<file path="config.mk">
export PLATFORM = sky130hd
export DESIGN_NAME = dbg_xfer_chains
export DESIGN_NICKNAME = d
export VERILOG_FILES = /design/src/rtl/dxc_pkg.sv /design/src/rtl/dxc_issue_ctrl.sv /design/src/rtl/dxc_itr_chain.sv /design/src/rtl/dxc_dtr_chain.sv /design/src/rtl/dbg_xfer_chains.sv
export SDC_FILE = /design/constraint.sdc
export NUM_CORES = 1
export LEC_CHECK = 0
export ABC_AREA = 0
export BUFFER_PORTS_ARGS = -buffer_cell sky130_fd_sc_hd__buf_2
export CAP_MARGIN = 20
export CORE_UTILIZATION = 46
export DETAILED_ROUTE_END_ITERATION = 8
export PLACE_DENSITY = 0.65
export SLEW_MARGIN = 20
export SYNTH_ARGS = -nofsm -noshare
export SYNTH_HDL_FRONTEND = slang
export SYNTH_SLANG_ARGS = --single-unit
</file>
<file path="constraint.sdc">
create_clock -name clk -period 1.4 [get_ports clk]
set_input_delay 0.14 -clock clk [delete_from_list [all_inputs] [get_ports clk]]
set_output_delay 0.14 -clock clk [all_outputs]
set_load 0.02 [all_outputs]
</file>
<file path="src/rtl/dxc_pkg.sv">
package dxc_pkg;
  typedef enum logic [1:0] {
    CH_NONE = 2'd0,
    CH_ITR  = 2'd1,
    CH_DTR  = 2'd2
  } chain_e;

  function automatic chain_e pick_chain(input logic itr, input logic dtr);
    if (itr)      return CH_ITR;
    else if (dtr) return CH_DTR;
    else          return CH_NONE;
  endfunction
endpackage

</file>
<file path="src/rtl/dxc_issue_ctrl.sv">
module dxc_issue_ctrl #(
  parameter int DW = 32
) (
  input  logic          clk,
  input  logic          rst,
  input  logic          in_idle,
  input  logic          exec_en,
  input  logic          chain_act,
  input  logic          itr_loaded,
  input  logic [DW-1:0] itr_op,
  input  logic          core_done,
  output logic          rdy,
  output logic          issue,
  output logic [DW-1:0] issue_op
);
  logic idle_q;
  logic fire;

  assign fire = in_idle && !idle_q && chain_act && itr_loaded && rdy && exec_en;

  always_ff @(posedge clk) begin
    if (rst) begin
      idle_q   <= 1'b0;
      rdy      <= 1'b1;
      issue    <= 1'b0;
      issue_op <= '0;
    end else begin
      idle_q <= in_idle;
      issue  <= fire;
      if (fire) issue_op <= itr_op;
      if (fire)           rdy <= 1'b0;
      else if (core_done) rdy <= 1'b1;
    end
  end

  p_single_issue_r5: assert property (@(posedge clk) disable iff (rst)
    issue |=> !issue);
  p_issue_clears_ready_r4: assert property (@(posedge clk) disable iff (rst)
    issue |-> !rdy);
  p_done_sets_ready_r4: assert property (@(posedge clk) disable iff (rst)
    (!issue && $past(core_done)) |-> rdy);
  p_exec_gate_r6: assert property (@(posedge clk) disable iff (rst)
    issue |-> $past(exec_en));
  p_chain_gate_r11: assert property (@(posedge clk) disable iff (rst)
    issue |-> $past(chain_act));
endmodule

</file>
<file path="src/rtl/dxc_itr_chain.sv">
module dxc_itr_chain #(
  parameter int DW = 32
) (
  input  logic          clk,
  input  logic          rst,
  input  logic          act,
  input  logic          capture,
  input  logic          shift,
  input  logic          update,
  input  logic          tdi,
  input  logic          rdy,
  output logic          so,
  output logic [DW-1:0] itr_q,
  output logic          loaded
);
  localparam int LEN = DW + 1;

  logic [LEN-1:0] sr;
  logic           cap_rdy;

  always_ff @(posedge clk) begin
    if (rst) begin
      sr      <= '0;
      cap_rdy <= 1'b0;
      itr_q   <= '0;
      loaded  <= 1'b0;
    end else if (act) begin
      if (capture) begin
        sr      <= {rdy, {DW{1'b0}}};
        cap_rdy <= rdy;
      end else if (shift) begin
        sr <= {tdi, sr[LEN-1:1]};
      end
      if (update && cap_rdy) begin
        itr_q  <= sr[DW-1:0];
        loaded <= 1'b1;
      end
    end
  end

  assign so = sr[0];

  p_load_gated_r3: assert property (@(posedge clk) disable iff (rst)
    (itr_q != $past(itr_q)) |-> $past(update && act && cap_rdy));
endmodule

</file>
<file path="src/rtl/dxc_dtr_chain.sv">
module dxc_dtr_chain #(
  parameter int DW = 32
) (
  input  logic          clk,
  input  logic          rst,
  input  logic          act,
  input  logic          mode_wr,
  input  logic          capture,
  input  logic          shift,
  input  logic          update,
  input  logic          tdi,
  input  logic          rdy,
  input  logic          core_wr_vld,
  input  logic [DW-1:0] core_wr_data,
  output logic          so,
  output logic [DW-1:0] to_core,
  output logic          full
);
  localparam int LEN = DW + 2;

  logic [LEN-1:0] sr;
  logic           cap_rdy;
  logic [DW-1:0]  from_core;
  logic           rd_cap;

  assign rd_cap = act && capture && !mode_wr;

  always_ff @(posedge clk) begin
    if (rst) begin
      sr      <= '0;
      cap_rdy <= 1'b0;
      to_core <= '0;
    end else if (act) begin
      if (capture) begin
        cap_rdy <= rdy;
        if (mode_wr) sr <= {rdy, rdy, {DW{1'b0}}};
        else         sr <= {rdy, full, from_core};
      end else if (shift) begin
        sr <= {tdi, sr[LEN-1:1]};
      end
      if (update && mode_wr && cap_rdy) to_core <= sr[DW-1:0];
    end
  end

  always_ff @(posedge clk) begin
    if (rst) begin
      from_core <= '0;
      full      <= 1'b0;
    end else begin
      if (core_wr_vld) from_core <= core_wr_data;
      if (core_wr_vld) full <= 1'b1;
      else if (rd_cap) full <= 1'b0;
    end
  end

  assign so = sr[0];

  p_write_gated_r7: assert property (@(posedge clk) disable iff (rst)
    (to_core != $past(to_core)) |-> $past(update && act && mode_wr && cap_rdy));
  p_full_cleared_r9: assert property (@(posedge clk) disable iff (rst)
    $past(rd_cap && !core_wr_vld) |-> !full);
  p_full_set_r9: assert property (@(posedge clk) disable iff (rst)
    $past(core_wr_vld) |-> full);
endmodule

</file>
<file path="src/rtl/dbg_xfer_chains.sv">
module dbg_xfer_chains #(
  parameter int DW = 32
) (
  input  logic          clk,
  input  logic          rst,
  input  logic          sel_itr,
  input  logic          sel_dtr,
  input  logic          mode_wr,
  input  logic          capture_dr,
  input  logic          shift_dr,
  input  logic          update_dr,
  input  logic          in_idle,
  input  logic          tdi,
  output logic          tdo,
  input  logic          exec_en,
  input  logic          core_done,
  input  logic          core_wr_vld,
  input  logic [DW-1:0] core_wr_data,
  output logic          issue,
  output logic [DW-1:0] issue_op,
  output logic [DW-1:0] to_core_data
);
  import dxc_pkg::*;

  chain_e        chain;
  logic          rdy;
  logic          itr_so, dtr_so;
  logic [DW-1:0] itr_q;
  logic          itr_loaded;
  logic          dtr_full;

  assign chain = pick_chain(sel_itr, sel_dtr);

  dxc_itr_chain #(.DW(DW)) u_itr (
    .clk(clk), .rst(rst), .act(chain == CH_ITR),
    .capture(capture_dr), .shift(shift_dr), .update(update_dr),
    .tdi(tdi), .rdy(rdy), .so(itr_so), .itr_q(itr_q), .loaded(itr_loaded)
  );

  dxc_dtr_chain #(.DW(DW)) u_dtr (
    .clk(clk), .rst(rst), .act(chain == CH_DTR), .mode_wr(mode_wr),
    .capture(capture_dr), .shift(shift_dr), .update(update_dr),
    .tdi(tdi), .rdy(rdy), .core_wr_vld(core_wr_vld),
    .core_wr_data(core_wr_data), .so(dtr_so), .to_core(to_core_data),
    .full(dtr_full)
  );

  dxc_issue_ctrl #(.DW(DW)) u_ctl (
    .clk(clk), .rst(rst), .in_idle(in_idle), .exec_en(exec_en),
    .chain_act(chain != CH_NONE), .itr_loaded(itr_loaded), .itr_op(itr_q),
    .core_done(core_done), .rdy(rdy), .issue(issue), .issue_op(issue_op)
  );

  always_comb begin
    case (chain)
      CH_ITR:  tdo = itr_so;
      CH_DTR:  tdo = dtr_so;
      default: tdo = 1'b0;
    endcase
  end

  p_ready_reset_r1: assert property (@(posedge clk)
    $past(rst) |-> (rdy && !issue && !dtr_full));
endmodule

</file>
==> flow_summary.ini <==
[sta]
setup_viol = 0
worst_pin_slew_ps = 460
relSlewSlack_pct = 68.5
min_period_over_period_pct = 96.5
hold_violations = 0
final_max_slew_viol_count = 0
rsz0062_at_grt = no
timing.fmax_mhz = 740
min_period_ps = 1350
skew_ps = 13.7
tns_ps = 0
timing.hold.ws_ps = 71.1

[setup_path]
max_stage_delay_ps = 340
cp_top_family = flip-flops
worstSetupPathType = flop to primary output
slowest_stage = dfxtp_2
startpoint_type = flop
worst-path-buf-inv = 1
endpoint_kind = primary output
crit_path_cell_trace = nand2_2, o21ai_2, buf_6
cp.required_ps = 1260
critPathArrivalTime_ps = 1210
crit_fanout = 2

[route]
first_iter_violations = 354
post-route-drc-count = 24
wl_per_cell_um = 14.6
drt_wl_total_mm = 18.8
dr.pass1.iters = 7
ant_nets = 0
vias = 6546
via_per_inst = 5.09

[synthesis]
synth-seq-area-share_pct = 47.4
netlist_area_um2 = 8530
synth_cell_types = 33
ys_seq_elements = 202
synth_warnings = 0
avgSynthCellArea_um2 = 9.44
yosys.area.top_type = dfxtp_1
syn_inst = 904
syn_nets = 949
synthTopCellsByArea = dfxtp_1 (47%), mux2i_1 (12%), nand2b_1 (9.4%), a21oi_1 (5.7%), a2111oi_2 (5.1%)
yosys.area.top_type_share_pct = 47.4

[cells_and_area]
nets = 1083
layout_common_cells = dfxtp_1 (201), nand2b_1 (128), buf_2 (108), nand2_1 (99), mux2i_1 (99)
final_common_cell = dfxtp_1
syn_to_final_growth_pct = 24.4
drive_above_1_share_pct = 21.6

[die]
die_y_um = 138
fp-row-count = 49
io_pins = 111
die_area_um2 = 19100
fp.dieW_um = 138
start_util_pct = 47.2
coreArea_um2 = 18100

[clocking]
cts_buffers = 23
root_buffer = clkbuf_16
clock_latency_ps = 510
htreeDepth = 1
cts_buffer_depth = 3
clk_pin_slew_ps = 60
cts.sinks = 202
cts_tree = built

[run_status]
outcome = complete, but fails checks
violations = design-rule violations

[pwr]
intPower_mw = 9.78
power.leakage_nw = 4.10
swShare_pct = 23.0
p_comb_share_pct = 7.9
seqPwrFrac_pct = 47.1
switchingPower_mw = 2.92
clkPwrFrac_pct = 45.0
peakVddDrop_uv = 907
power_density_nw_per_um2 = 1200

[global_routing]
antenna_found_initial = 1
overflow = 0
grt_pass1_vias = 6144
grt_usage_pct = 19.6
grt_max_degree = 41
grt_first_pass_wirelength_mm = 31.4

[placement]
io_buffers = 110
dp_hpwl_mm = 11.9
gp_congestion = 0.774

[worst_hold_path]
min_path_type = primary input to flop

[job]
cap_violations = 0
-- layout make-up --
class	instances	area, µm²
clock buffers	39	706
repair buffers	191	1480
well taps	229	287
clock inverters	3	18.8
multi-input cells	618	4070
fillers	1603	7470
flip-flops and latches	202	4050
diodes	1	2.50
inverters	2	7.51
-- cells by family after synthesis --
family / count (synthesis) / synth area share, %
simple gates: 378 / 23.7
flops: 202 / 47.4
compound gates: 141 / 12.2
mux: 99 / 11.6
buf+inv: 84 / 5.13
-- synth_stat cells --
cell type    n
a211oi_1     2
o21bai_1     1
nor2_1      40
dfxtp_1    202
nand4b_1     1
buf_2       47
a2111oi_0    3
nor2_4       1
nor3_1      33
nand3b_1     1
clkbuf_1    20
buf_6        5
or2_1        1
nor2b_1      4
mux2i_1     99
a21oi_1     98
o21ai_2      2
inv_1        1
nor2_2       1
nand2_1    100
o21ai_0      3
o41ai_2      1
and3b_1     32
nand2b_1   128
nand3_1     34
and3_1       1
o21a_1       1
nand2b_2     1
a2111oi_2   29
a311oi_1     1
inv_2        1
buf_4        7
buf_1        3
-- what timing repair did --
item / in CTS / in global routing
resized for setup: 6 / 0
endpoints found under the hold margin: 36 / 0
hold buffers: 37 / 0
endpoints found under the setup margin: 1 / 0
buffers inserted: 1 / 0
-- worst register-to-register path, delay by kind of cell, from the launching register on --
kind	cells	cell delay [ps]
and+or+nand+nor	2	410
DFF	1	290
buffers and inverters	1	250
muxes	1	230
-- metrics by stage --
| stage | instances | instance area [µm²] | util (%) | power [mW] | setup slack, ps |
|---|---|---|---|---|---|
| after floorplan | 904 | 8530 | - | 6.70 | 191 |
| after detailed placement | 1204 | 9500 | 52.5 | 7.02 | 62.5 |
| final | 1285 | 10600 | 58.7 | 12.7 | 49.2 |
| after global placement | 1204 | 9500 | 52.5 | 7.01 | 116 |
| after global routing | 1284 | 10600 | 58.7 | 13.2 | 8.03 |
| after CTS | 1284 | 10600 | 58.7 | 12.8 | 4.12 |
-- worst paths after layout --
| path | slack, ps | to | cells after the start | start |
|---|---|---|---|---|
| hold / removal | 70 | u_itr.sr[32] | 3 | tdi |
| hold reg to reg | 450 | u_itr.itr_q[19] | 2 | u_itr.itr_q[19] |
| setup / recovery | 50 | tdo | 3 | u_dtr.sr[0] |
| setup reg to reg | 140 | u_ctl.issue_op[22] | 4 | u_ctl.idle_q |
-- per-layer routing --
| metal | vias up | global-route usage, % | share of wire, % |
|---|---|---|---|
| met5 | - | 0 | 0 |
| met4 | 0 | 5.44 | 2.0 |
| met3 | 29 | 3.33 | 3.9 |
| met2 | 112 | 32.0 | 46 |
| met1 | 3027 | 26.8 | 49 |
| li1 | 3378 | - | - |
-- flip-flops by register name, indices dropped and copies added, names as in the netlist --
| register | count |
|---|---|
| u_ctl.idle_q | 1 |
| u_ctl.issue | 1 |
| u_ctl.issue_op | 32 |
| u_ctl.rdy | 1 |
| u_dtr.cap_rdy | 1 |
| u_dtr.from_core | 32 |
| u_dtr.full | 1 |
| u_dtr.sr | 34 |
| u_dtr.to_core | 32 |
| u_itr.cap_rdy | 1 |
| u_itr.itr_q | 32 |
| u_itr.loaded | 1 |
| u_itr.sr | 33 |
-- power by group through the flow --
stage	combinational, mW	clock, mW	sequential [mW]
global placement	0.912	0	6.10
detailed placement	0.924	0	6.10
CTS	1.01	5.85	5.97
global route	1.10	6.08	5.99
floorplan	0.637	0	6.07
finish	1.01	5.72	5.98
(Power assumes the default switching activity.)
